File: src/rtl/sbg_pkg.sv
package sbg_pkg;

    typedef enum logic [2:0] {
        CMD_NOP,
        CMD_ACT,
        CMD_PRE_ONE,
        CMD_PRE_ALL,
        CMD_RD,
        CMD_WR,
        CMD_OTHER
    } cmd_e;

    typedef enum logic [1:0] {
        BK_IDLE,
        BK_OPEN,
        BK_STALE
    } bank_st_e;

    typedef enum logic [2:0] {
        VC_NONE      = 3'd0,
        VC_ACT_OPEN  = 3'd1,
        VC_ACT_TRC   = 3'd2,
        VC_ACT_TRRD  = 3'd3,
        VC_PRE_EARLY = 3'd4,
        VC_RW_IDLE   = 3'd5,
        VC_RW_TRCD   = 3'd6,
        VC_OVERDUE   = 3'd7
    } viol_e;

endpackage

File: src/rtl/sbg_cmd_decode.sv
module sbg_cmd_decode
    import sbg_pkg::*;
(
    input  logic ras_n,
    input  logic cas_n,
    input  logic we_n,
    input  logic a10,
    output cmd_e cmd
);

    always_comb begin
        unique case ({ras_n, cas_n, we_n})
            3'b011:  cmd = CMD_ACT;
            3'b010:  cmd = a10 ? CMD_PRE_ALL : CMD_PRE_ONE;
            3'b101:  cmd = a10 ? CMD_OTHER : CMD_RD;
            3'b100:  cmd = a10 ? CMD_OTHER : CMD_WR;
            3'b111:  cmd = CMD_NOP;
            default: cmd = CMD_OTHER;
        endcase
    end

endmodule

File: src/rtl/sbg_bank_fsm.sv
module sbg_bank_fsm
    import sbg_pkg::*;
#(
    parameter int TRAS_MAX = 40,
    parameter int CW       = $clog2(TRAS_MAX + 2)
) (
    input  logic          clk,
    input  logic          rst_n,
    input  logic          act_req,
    input  logic          pre_req,
    output bank_st_e      st,
    output logic [CW-1:0] age,
    output logic          expire
);

    // age saturates one past the longest legal open time
    localparam logic [CW-1:0] AGE_CAP = CW'(TRAS_MAX + 1);

    bank_st_e nxt;
    logic     accept;

    assign accept = act_req && (st == BK_IDLE);

    always_ff @(posedge clk) begin
        if (!rst_n) st <= BK_IDLE;
        else        st <= nxt;
    end

    always_comb begin
        nxt = st;
        unique case (st)
            BK_IDLE: begin
                if (act_req) nxt = BK_OPEN;
            end
            BK_OPEN: begin
                if (pre_req)              nxt = BK_IDLE;
                else if (age == AGE_CAP)  nxt = BK_STALE;
            end
            BK_STALE: begin
                if (pre_req) nxt = BK_IDLE;
            end
            default: nxt = BK_IDLE;
        endcase
    end

    always_ff @(posedge clk) begin
        if (!rst_n)              age <= AGE_CAP;
        else if (accept)         age <= CW'(1);
        else if (age != AGE_CAP) age <= age + CW'(1);
    end

    always_comb begin
        expire = (st == BK_OPEN) && (age == AGE_CAP);
    end

endmodule

File: src/rtl/sbg_viol_arb.sv
module sbg_viol_arb
    import sbg_pkg::*;
#(
    parameter int BA_W     = 2,
    parameter int NB       = 4,
    parameter int CW       = 6,
    parameter int GW       = 2,
    parameter int TRCD     = 3,
    parameter int TRC      = 10,
    parameter int TRRD     = 2,
    parameter int TRAS_MIN = 7
) (
    input  cmd_e            cmd,
    input  logic [BA_W-1:0] ba,
    input  bank_st_e        st      [NB],
    input  logic [CW-1:0]   age     [NB],
    input  logic [NB-1:0]   expire,
    input  logic [GW-1:0]   gap,
    output viol_e           code,
    output logic [BA_W-1:0] bank
);

    localparam logic [CW-1:0] LIM_RCD = CW'(TRCD);
    localparam logic [CW-1:0] LIM_RC  = CW'(TRC);
    localparam logic [CW-1:0] LIM_RAS = CW'(TRAS_MIN);
    localparam logic [GW-1:0] LIM_RRD = GW'(TRRD);

    bank_st_e      cur_st;
    logic [CW-1:0] cur_age;

    assign cur_st  = st[ba];
    assign cur_age = age[ba];

    always_comb begin
        code = VC_NONE;
        bank = '0;
        unique case (cmd)
            CMD_ACT: begin
                if (cur_st != BK_IDLE)      code = VC_ACT_OPEN;
                else if (cur_age < LIM_RC)  code = VC_ACT_TRC;
                else if (gap < LIM_RRD)     code = VC_ACT_TRRD;
            end
            CMD_PRE_ONE: begin
                if ((cur_st != BK_IDLE) && (cur_age < LIM_RAS)) code = VC_PRE_EARLY;
            end
            CMD_RD, CMD_WR: begin
                if (cur_st == BK_IDLE)      code = VC_RW_IDLE;
                else if (cur_age < LIM_RCD) code = VC_RW_TRCD;
            end
            default: code = VC_NONE;
        endcase
        if (code != VC_NONE) begin
            bank = ba;
        end else begin
            // descending scan so the lowest expiring bank is the one kept
            for (int i = NB - 1; i >= 0; i--) begin
                if (expire[i]) begin
                    code = VC_OVERDUE;
                    bank = BA_W'(i);
                end
            end
        end
    end

endmodule

File: src/rtl/sdram_bank_guard.sv
module sdram_bank_guard
    import sbg_pkg::*;
#(
    parameter int TRCD     = 3,
    parameter int TRC      = 10,
    parameter int TRRD     = 2,
    parameter int TRAS_MIN = 7,
    parameter int TRAS_MAX = 40
) (
    input  logic       clk,
    input  logic       rst_n,
    input  logic       ras_n,
    input  logic       cas_n,
    input  logic       we_n,
    input  logic [1:0] ba,
    input  logic       a10,
    output logic       viol_pulse,
    output logic [2:0] viol_code,
    output logic [1:0] viol_bank
);

    localparam int BA_W = 2;
    localparam int NB   = 1 << BA_W;
    localparam int CW   = $clog2(TRAS_MAX + 2);
    localparam int GW   = $clog2(TRRD + 1);

    cmd_e            cmd;
    bank_st_e        bank_st [NB];
    logic [CW-1:0]   bank_age [NB];
    logic [NB-1:0]   expire;
    logic [GW-1:0]   gap;
    logic            act_ok;
    viol_e           code_d;
    viol_e           code_q;
    logic [BA_W-1:0] bank_d;

    sbg_cmd_decode u_dec (
        .ras_n (ras_n),
        .cas_n (cas_n),
        .we_n  (we_n),
        .a10   (a10),
        .cmd   (cmd)
    );

    for (genvar g = 0; g < NB; g++) begin : g_bank
        logic act_hit;
        logic pre_hit;
        assign act_hit = (cmd == CMD_ACT) && (ba == BA_W'(g));
        assign pre_hit = (cmd == CMD_PRE_ALL) ||
                         ((cmd == CMD_PRE_ONE) && (ba == BA_W'(g)));
        sbg_bank_fsm #(
            .TRAS_MAX (TRAS_MAX),
            .CW       (CW)
        ) u_bank (
            .clk     (clk),
            .rst_n   (rst_n),
            .act_req (act_hit),
            .pre_req (pre_hit),
            .st      (bank_st[g]),
            .age     (bank_age[g]),
            .expire  (expire[g])
        );
    end

    assign act_ok = (cmd == CMD_ACT) && (bank_st[ba] == BK_IDLE);

    // cycles since last accepted activate to any bank, saturating at TRRD
    always_ff @(posedge clk) begin
        if (!rst_n)                gap <= GW'(TRRD);
        else if (act_ok)           gap <= GW'(1);
        else if (gap != GW'(TRRD)) gap <= gap + GW'(1);
    end

    sbg_viol_arb #(
        .BA_W     (BA_W),
        .NB       (NB),
        .CW       (CW),
        .GW       (GW),
        .TRCD     (TRCD),
        .TRC      (TRC),
        .TRRD     (TRRD),
        .TRAS_MIN (TRAS_MIN)
    ) u_arb (
        .cmd    (cmd),
        .ba     (ba),
        .st     (bank_st),
        .age    (bank_age),
        .expire (expire),
        .gap    (gap),
        .code   (code_d),
        .bank   (bank_d)
    );

    always_ff @(posedge clk) begin
        if (!rst_n) begin
            code_q     <= VC_NONE;
            viol_bank  <= '0;
            viol_pulse <= 1'b0;
        end else begin
            code_q     <= code_d;
            viol_bank  <= bank_d;
            viol_pulse <= (code_d != VC_NONE);
        end
    end

    assign viol_code = code_q;

endmodule

File: config.mk
export PLATFORM = sky130hd
export DESIGN_NAME = sdram_bank_guard
export DESIGN_NICKNAME = d
export VERILOG_FILES = /design/src/rtl/sbg_pkg.sv /design/src/rtl/sbg_cmd_decode.sv /design/src/rtl/sbg_bank_fsm.sv /design/src/rtl/sbg_viol_arb.sv /design/src/rtl/sdram_bank_guard.sv
export SDC_FILE = /design/constraint.sdc
export NUM_CORES = 1
export LEC_CHECK = 0
export BUFFER_PORTS_ARGS = -buffer_cell sky130_fd_sc_hd__buf_2
export CAP_MARGIN = 15
export CORE_ASPECT_RATIO = 0.9
export CORE_MARGIN = 5
export CORE_UTILIZATION = 25
export CTS_BUF_LIST = sky130_fd_sc_hd__clkbuf_16
export CTS_CLUSTER_SIZE = 20
export DETAILED_ROUTE_END_ITERATION = 6
export PLACE_DENSITY_LB_ADDON = 0.1
export SETUP_SLACK_MARGIN = 0.02
export SLEW_MARGIN = 25
export SYNTH_ARGS = -nofsm -noshare
export SYNTH_HDL_FRONTEND = slang
export SYNTH_SLANG_ARGS = --single-unit
File: constraint.sdc
create_clock -name clk -period 1.9 [get_ports clk]
set_input_delay 0.19 -clock clk [delete_from_list [all_inputs] [get_ports clk]]
set_output_delay 0.19 -clock clk [all_outputs]
set_load 0.02 [all_outputs]
### After elaboration in Yosys (flattened, before gate mapping)

Index checks and enable logic that the tools add are counted.

| word-level totals | value |
|---|---|
| input bits | 8 |
| bits in registers | 40 |
| logic and storage cells | 172 |

| operators by class | value |
|---|---|
| reduce and logical (&&, ||, !) cells | 45 |
| bitwise logic cells | 2 |
| equality and inequality tests | 42 |
| add/sub/neg operators | 5 |
| $lt $le $gt $ge | 5 |
| multiplexer cells | 57 |

Operators with widths:

| operator | number |
|---|---|
| 2-to-1 mux 6 bit | 10 |
| 2-to-1 mux 2 bit | 28 |
| 2-to-1 mux 3 bit | 10 |
| adder 6 x 1 -> 6 bit (second input constant) | 4 |
| equality test 6 bit (second input constant) | 4 |
| inequality test 6 bit (second input constant) | 4 |
| one-hot mux 2 bit (3 select lines) | 4 |
| logical AND 1 bit | 18 |
| equality test 3 bit (second input constant) | 5 |
| one-hot mux 3 bit (5 select lines) | 1 |
| binary-select mux 6 bit (select 2 bit) | 1 |
| equality test 2 bit (second input constant) | 6 |
| equality test 3 x 2 -> 1 bit (second input constant) | 4 |
| zero test 2 bit | 6 |
| inequality test 3 bit (second input constant) | 4 |
| AND reduction 3 bit | 4 |
| nonzero test 2 bit | 6 |
| equality test 2 x 1 -> 1 bit (second input constant) | 5 |
| inequality test 2 bit (second input constant) | 5 |
| OR reduction 2 bit | 5 |
| one-hot mux 3 bit (3 select lines) | 1 |
| inequality test 2 x 1 -> 1 bit (second input constant) | 4 |
| less-than comparator 6 x 2 -> 1 bit (second input constant) | 1 |
| less-than comparator 6 x 3 -> 1 bit (second input constant) | 1 |
| other kinds (11) | 15 |

### Longest topological paths before layout

Gate-level depths: netlist of the first run.

| logic depth | value |
|---|---|
| word-level depth | 14 |
| depth in mapped cells | 8 |
| depth with buffers taken out | 8 |

### By module

From an unflattened synthesis of the first run, not the netlist that was laid out.

| unflattened totals | value |
|---|---|
| cell total of the unflattened synthesis | 266 |
| area total of the unflattened synthesis | 2501.1 µm² |

By module, submodules not included:

| module | area an instance (µm²) | instances | cells an instance | seq. area each (µm²) |
|---|---|---|---|---|
| sbg_bank_fsm | 409.1 | 4 | 41 | 160.2 |
| sbg_viol_arb | 436.7 | 1 | 50 | 0.0 |
| sdram_bank_guard | 382.9 | 1 | 46 | 160.2 |
| sbg_cmd_decode | 45.0 | 1 | 6 | 0.0 |

### Least setup slack after synthesis of the first run

No wires, ideal clock.

| timing path | value |
|---|---|
| path kind | input to register |
| start point | input port ba[0] |
| end point | register viol_bank[0] |
| path slack | -0.012 ns |
| setup time | 0.072 ns |
| path buffers | 1 |
| required time | 1.828 ns |
| cell stages on the path | 7 |
| data arrival time | 1.840 ns |
| path through | buf_6 -> mux4_2 -> o21a_1 -> o311ai_2 -> nand3_2 -> nor3b_4 -> mux2i_1 |

| on the way | value |
|---|---|
| cells in the longest elaborated chain, start to end | 10 |

Ends and longest elaborated chain:

| element | RTL line | text |
|---|---|---|
| start: declaration | sdram_bank_guard.sv:15 | `input logic [1:0] ba,` |
| NOT 2 -> 3 bit (not written as such) | sbg_viol_arb.sv:31, sbg_viol_arb.sv:32 |  |
| binary-select mux 6 bit (select 2 bit) or binary-select mux 2 bit (select 2 bit) (tied branches) | sbg_viol_arb.sv:32, sbg_viol_arb.sv:31 |  |
| 2-to-1 mux 6 bit (not written as such) or 2-to-1 mux 2 bit (tied branches) (2 in series) | sbg_viol_arb.sv:32, sbg_viol_arb.sv:31 |  |
| less-than comparator 6 x 4 -> 1 bit (tied with other cells) | sbg_viol_arb.sv:40 | `else if (cur_age < LIM_RC) code = VC_ACT_TRC;` |
| 2-to-1 mux 3 bit (tied with other cells) | sbg_viol_arb.sv:40 |  |
| 2-to-1 mux 3 bit, on equally long branches | sbg_viol_arb.sv:39, sbg_viol_arb.sv:44, sbg_viol_arb.sv:47 |  |
| one-hot mux 3 bit (3 select lines) | sbg_viol_arb.sv:37 | `unique case (cmd)` |
| nonzero test 3 bit | sbg_viol_arb.sv:52 | `if (code != VC_NONE) begin` |
| 2-to-1 mux 2 bit * | sbg_viol_arb.sv:52 |  |
| end signal: assignment | sdram_bank_guard.sv:101 | `viol_bank <= bank_d;` |
| end: declaration | sdram_bank_guard.sv:19 | `output logic [1:0] viol_bank` |

Every way passes the cells marked *; elsewhere a longest branch is shown, timed or not. The select of a mux whose other input is x is not followed.
A chain may end at the register's enable or synchronous reset.

### Worst setup path in the final report of the first run

| timing path | value |
|---|---|
| start point | register g_bank[3].u_bank.age[1] |
| end point | register code_q[1] (netlist: viol_code[1]) |

| on the way | value |
|---|---|
| cells in the longest elaborated chain, start to end | 12 |

Ends and longest elaborated chain:

| element | RTL line | text |
|---|---|---|
| start: declaration | sbg_bank_fsm.sv:12 | `output logic [CW-1:0] age,` |
| start signal: assignment | sbg_bank_fsm.sv:49 | `else if (age != AGE_CAP) age <= age + CW'(1);` |
| binary-select mux 6 bit (select 2 bit) | sbg_viol_arb.sv:32 | `assign cur_age = age[ba];` |
| 2-to-1 mux 6 bit (not written as such) (2 in series) | sbg_viol_arb.sv:32 |  |
| less-than comparator 6 x 2 -> 1 bit or less-than comparator 6 x 4 -> 1 bit (tied branches) | sbg_viol_arb.sv:48, sbg_viol_arb.sv:40 |  |
| 2-to-1 mux 3 bit, on equally long branches | sbg_viol_arb.sv:48, sbg_viol_arb.sv:40 |  |
| 2-to-1 mux 3 bit, on equally long branches | sbg_viol_arb.sv:47, sbg_viol_arb.sv:39 |  |
| one-hot mux 3 bit (3 select lines) | sbg_viol_arb.sv:37 |  |
| 2-to-1 mux 3 bit (4 in series) | sbg_viol_arb.sv:57 | `if (expire[i]) begin` |
| 2-to-1 mux 3 bit * | sbg_viol_arb.sv:52 |  |
| end signal: assignment | sdram_bank_guard.sv:100 | `code_q <= code_d;` |
| end: declaration | sdram_bank_guard.sv:34 | `viol_e code_q;` |

Marks and branches as above.

==> results of run 1 <==
-- sequential cells by signal, summed over array words and instances, names as in the netlist --
| signal | count |
|---|---|
| viol_bank | 2 |
| gap | 2 |
| g_bank.u_bank.age | 24 |
| g_bank.u_bank.st | 8 |
| viol_code | 3 |
| viol_pulse | 1 |
-- power breakdown --
group	switching [mW]	internal, mW
sequential	0.130	0.989
clock	0.334	0.612
combinational	0.635	0.671
total	1.10	2.27
-- how the worst min path moves through the flow --
stage                           start                       to  cells past startpoint
2_1_floorplan                     a10   g_bank[2].u_bank.st[1]                      3
3_3_place_gp   g_bank[1].u_bank.st[1]   g_bank[1].u_bank.st[0]                      2
3_5_place_dp   g_bank[1].u_bank.st[1]   g_bank[1].u_bank.st[0]                      2
4_1_cts                         rst_n  g_bank[3].u_bank.age[0]                      2
5_1_grt                         rst_n  g_bank[2].u_bank.age[0]                      2
6_report                        rst_n  g_bank[3].u_bank.age[0]                      2
-- layout make-up --
cell class | count | area (µm²) | share of cell area [%]
well taps | 119 | 149 | 4.93
clock inverters | 3 | 38.8 | 1.28
inverters | 13 | 48.8 | 1.61
multi-input cells | 190 | 1360 | 45.0
repair buffers | 70 | 497 | 16.4
flip-flops and latches | 40 | 805 | 26.6
clock buffers | 5 | 125 | 4.14
-- per-stage QoR --
| stage | utilization (%) | total power, mW | hold slack, ns | setup TNS, ns | setup slack, ns |
|---|---|---|---|---|---|
| floorplan | - | 1.86 | 0.420 | 0 | 0.0187 |
| global placement | 32.2 | 2.36 | 0.524 | -1.61 | -0.309 |
| detailed placement | 32.2 | 2.36 | 0.510 | -1.89 | -0.376 |
| CTS | 35.3 | 3.40 | 0.348 | -0.426 | -0.106 |
| global route | 35.4 | 3.62 | 0.373 | -1.35 | -0.264 |
| finish | 35.4 | 3.37 | 0.341 | -0.487 | -0.121 |
-- cell families (layout without fill, tap and decap cells) --
family / Yosys count / after routing / share of synthesized area (%)
DFF: 40 / 40 / 36.8
buffers and inverters: 21 / 91 / 4.08
xor gates and xnor gates: 21 / 21 / 8.44
adders and majority gates: 9 / 9 / 5.17
muxes: 6 / 6 / 5.40
AOI/OAI and AO/OA: 44 / 44 / 12.9
and+or+nand+nor: 110 / 110 / 27.2
-- layer usage --
metal / vias up / share of wire (%) / GRT usage (%)
met5: - / 0 / 0
met4: 0 / 1.1 / 3.20
met3: 6 / 4.1 / 2.95
met2: 31 / 43 / 18.9
met1: 897 / 52 / 18.3
li1: 1020 / - / -
-- repair_timing --
action	in CTS	in global routing
pin swaps	1	2
resized for setup	14	4
gates cloned	0	0
buffers inserted	4	1
endpoints found under the setup margin	6	7
-- cells in the final DEF, fill, tap and decap left out, types with 5 or more instances in the layout --
cell,instances
and2_1,6
buf_2,13
buf_4,56
clkbuf_16,5
dfxtp_1,37
ha_1,9
inv_1,14
nand2_1,27
nand3_1,16
nor2_1,21
nor3b_1,7
o21ai_0,20
xnor2_1,9
xor2_1,12
-- worst reg2reg max path, stage by stage, from the launching register on --
cell and delay, ns:
dfxtp_2 0.33, mux4_2 0.51, o21a_1 0.22, o311ai_2 0.23, nand3_2 0.15, buf_4 0.17
o31ai_2 0.22, and2_1 0.14
==> metrics.cfg, run 1 <==
[outcome]
status=finished, violations left
violations=negative setup slack

[worst_setup_path]
path_cells=mux4_2 > o21a_1 > o311ai_2 > nand3_2 > buf_4 > o31ai_2 > and2_1
worstSetupPathDepth=7
path_class=register to register
slowest_stage=mux4_2
required_ns=2.12
cp.arrival_ns=2.24
path_buf_inv=1
reg2regPathDepth=7
cp_max_fo=3
endpoint_kind=register
r2r-end=viol_code[1]
start_kind=register
cp_slowest_stage_delay_ns=0.51
reg2reg_slack_ns=-0.12
path_delay_family=compound AO/OA/AOI/OAI gates
rr_startpoint=g_bank[3].u_bank.age[1]
startpoint=g_bank[3].u_bank.age[1]
crit_path_end=viol_code[1]

[floorplan]
rows=32
coreArea_um2=8530
dieArea_um2=10700
die_width_um=108
start_util_pct=25.5
io_pins=14
die_h_um=98.6

[clocking]
clock-sinks=40
clkTransAtPathRegs_ns=0.06
clock-root-buffer=clkbuf_16
htree_levels=2
cts_tree=done
cts_made_buffers=5
clk_latency_ns=0.28
cts_hold_buffers=0
clockBufferDepth=2

[synthesis]
synth.avg_cell_area_um2=8.68
synth_edf_count=0
yosys.area.top_type_share_pct=36.8
yosys_register_bits=40
yosys_warnings=0
synth_area_leader_cell=dfxtp_1
yosys-top-cells-area=dfxtp_1 37%, ha_1 5.2%, o21ai_0 4.8%
synthCells=251
synth_common_cells=40 x dfxtp_1, 27 x nand2_1, 21 x nor2_1, 21 x o21ai_0, 16 x nand3_1
ys.flop_type=dfxtp_1
ys_types=43
yosysMostFrequentCell=dfxtp_1
synth_nets=268
async_reset_ff_share_pct=0
netlist_area_um2=2180
seq_area_frac_synth_pct=36.8

[detailed_routing]
viasPerCell=4.44
drc_errors=0
dr.pass1.iters=4
wl_um=6200
dr.first_iter.drc_count=67
wl_per_cell_um=14.1
drtAntennaViolNets=0
routed-via-count=1954

[global_route]
grt_usage_pct=12.6
antenna_found_initial=0
grt_pass1_wl_um=10400
grt_pass1_vias=2009
grt.overflow.total=0
grt_max_degree=29

[timing]
fmax_mhz=495
finalCriticalPeriod_ns=2.02
slew_violations=0
maxSlewHeadroom_pct=65.7
fin_ws_ns=-0.121
hold_violations=0
rsz0062_at_grt=true
setup_viol=6
fin_skew_ns=0.00475
worst_slew_pin_slew_ns=0.510
fin_crit_sh_pct=106

[cells_and_area]
syn_to_final_growth_pct=38.7
diodes=0
fill_cells=905
final_nets=337
instances_no_fill=440
drive_gt1_share_pct=30.8
postLayoutCellArea_um2=3020

[placement]
place.gp.congestion=0.779
placed_cells=427
placed_area_um2=2740
dp_hpwl_um=4790
portBuffers=13

[power]
power_density_nw_per_um2=1120
p_leak_nw=1.29
ir_worst_vdd_uv=577

[hold_path]
holdCritPathClass=input pin to register

[flow_run]
maxCapViolations=0

Power figures use the tool's default switching activity.
==> inputs of run 2 (changes only) <==
--- a/config.mk
+++ b/config.mk
@@ -5,14 +5,14 @@
 export SDC_FILE = /design/constraint.sdc
 export NUM_CORES = 1
 export LEC_CHECK = 0
-export BUFFER_PORTS_ARGS = -buffer_cell sky130_fd_sc_hd__buf_2
 export CAP_MARGIN = 15
 export CORE_ASPECT_RATIO = 0.9
 export CORE_MARGIN = 5
-export CORE_UTILIZATION = 25
+export CORE_UTILIZATION = 60
 export CTS_BUF_LIST = sky130_fd_sc_hd__clkbuf_16
 export CTS_CLUSTER_SIZE = 20
 export DETAILED_ROUTE_END_ITERATION = 6
+export DONT_BUFFER_PORTS = 1
 export PLACE_DENSITY_LB_ADDON = 0.1
 export SETUP_SLACK_MARGIN = 0.02
 export SLEW_MARGIN = 25
==> constraint.sdc (replaced) <==
create_clock -name clk -period 2.41 [get_ports clk]
set_input_delay 0.241 -clock clk [delete_from_list [all_inputs] [get_ports clk]]
set_output_delay 0.241 -clock clk [all_outputs]
set_load 0.02 [all_outputs]
==> metrics.cfg, run 2 (synthesized netlist as in run 1, its figures left out) <==
[clocking]
post_cts_resized=0
clkTransAtPathRegs_ns=0.06
htree_levels=2
post_cts_buffers=0
clockBufferDepth=2
clock-sinks=40
clock-root-buffer=clkbuf_16
cts_tree=done
cts_made_buffers=5
clk_latency_ns=0.28
cts_hold_buffers=0

[detailed_routing]
dr.first_iter.drc_count=161
viasPerCell=5.75
drtAntennaViolNets=0
wl_per_cell_um=15.5
drc_errors=0
wl_um=4690
routed-via-count=1737
dr.pass1.iters=4

[worst_setup_path]
slowest_stage=o41ai_1
cp_slowest_stage_delay_ns=0.51
start_kind=register
path_class=register to register
endpoint_kind=register
required_ns=2.62
cp_max_fo=5
path_cells=nor4bb_1 > buf_4 > o41ai_1 > a311oi_1 > a31oi_1 > nor3b_4 > mux2i_1
cp.arrival_ns=2.28

[timing]
worst_slew_pin_slew_ns=0.617
hold_violations=0
fin_tns_setup_ns=0
maxSlewHeadroom_pct=58.5
setup_viol=0
finalCriticalPeriod_ns=2.07
fmax_mhz=484
rsz0062_at_grt=false
fin_crit_sh_pct=85.8
hold_ws_ns=0.0371
fin_skew_ns=0.00274
slew_violations=0

[power]
internal-power_mw=1.49
ir_worst_vdd_uv=718
power_density_nw_per_um2=942
switching_share_pct=33.6
p_sw_uw=755
p_leak_nw=0.958
p_clk_share_pct=27.6
combPwrFrac_pct=31.0
pwr-share-seq_pct=41.4

[placement]
dp_hpwl_um=3400
portBuffers=0
place.gp.congestion=0.898

[global_route]
grt_usage_pct=21.7
grt.overflow.total=0
grt_pass1_vias=1640
grt_pass1_wl_um=8050
antenna_found_initial=0
grt_max_degree=36

[floorplan]
start_util_pct=63.5
rows=20
dieArea_um2=4940
coreArea_um2=3430
die_width_um=73.5
io_pins=14
die_h_um=67.2

[cells_and_area]
largest_register_ffs=24
final_nets=274
diodes=0
syn_to_final_growth_pct=9.48
drive_gt1_share_pct=8.14
final_common_cell=dfxtp_1
regMostFlops=g_bank.u_bank.age
layout_common_cells=40 x dfxtp_1, 27 x nand2_1, 21 x o21ai_0, 21 x nor2_1, 16 x nand3_1

[hold_path]
holdCritPathClass=input pin to register

[flow_run]
maxCapViolations=0

[outcome]
status=complete, no violations

[run 2: final cells by class]
| class | instances | area [µm²] |
|---|---|---|
| Sequential cell | 40 | 801 |
| Clock buffer | 5 | 125 |
| Clock inverter | 3 | 13.8 |
| Inverter | 13 | 48.8 |
| Tap cell | 44 | 55.1 |
| Fill cell | 267 | 1040 |
| Multi-Input combinational cell | 190 | 1290 |
| Timing Repair Buffer | 7 | 52.6 |
[run 2: per-stage QoR]
stage / setup WS [ns] / total power, mW / utilization (%) / instance area, µm² / std cells
after floorplan: 0.447 / 1.46 / - / 2180 / 251
after global placement: 0.367 / 1.61 / 65.5 / 2250 / 294
after detailed placement: 0.334 / 1.62 / 65.5 / 2250 / 294
after CTS: 0.334 / 2.26 / 69.6 / 2380 / 302
after global routing: 0.0433 / 2.42 / 69.6 / 2380 / 302
final: 0.342 / 2.25 / 69.6 / 2380 / 302
[run 2: layer usage]
metal / part of all wire, % / vias to the layer above / GRT usage, %
li1: - / 901 / -
met5: 0 / - / 0
met3: 4.6 / 6 / 4.17
met1: 49 / 794 / 30.5
met4: 1.5 / 0 / 8.37
met2: 44 / 36 / 32.7
[run 2: power by group through the flow]
| stage | registers [mW] | clock network (mW) | logic [mW] |
|---|---|---|---|
| 2_1_floorplan | 0.898 | 0 | 0.565 |
| 3_3_place_gp | 0.943 | 0 | 0.667 |
| 3_5_place_dp | 0.944 | 0 | 0.678 |
| 4_1_cts | 0.930 | 0.634 | 0.694 |
| 5_1_grt | 0.948 | 0.663 | 0.806 |
| 6_report | 0.929 | 0.620 | 0.696 |
[run 2: path summary, 6_finish.rpt]
check / start / endpoint / slack (ns) / cells past startpoint
min: rst_n / gap[1] / 0.04 / 1
max reg2reg: g_bank[3].u_bank.st[0] / viol_bank[1] / 0.34 / 7
max: g_bank[3].u_bank.st[0] / viol_bank[1] / 0.34 / 7
min reg2reg: g_bank[3].u_bank.st[1] / g_bank[3].u_bank.st[0] / 0.46 / 1
[run 2: critical path: cells and delay by family (launching register included)]
kind / cells / cell delay (ns)
AND/OR/NAND/NOR: 2 / 0.39
AO/OA/AOI/OAI: 3 / 0.89
flip-flops: 1 / 0.39
buffers and inverters: 1 / 0.15
multiplexers: 1 / 0.20
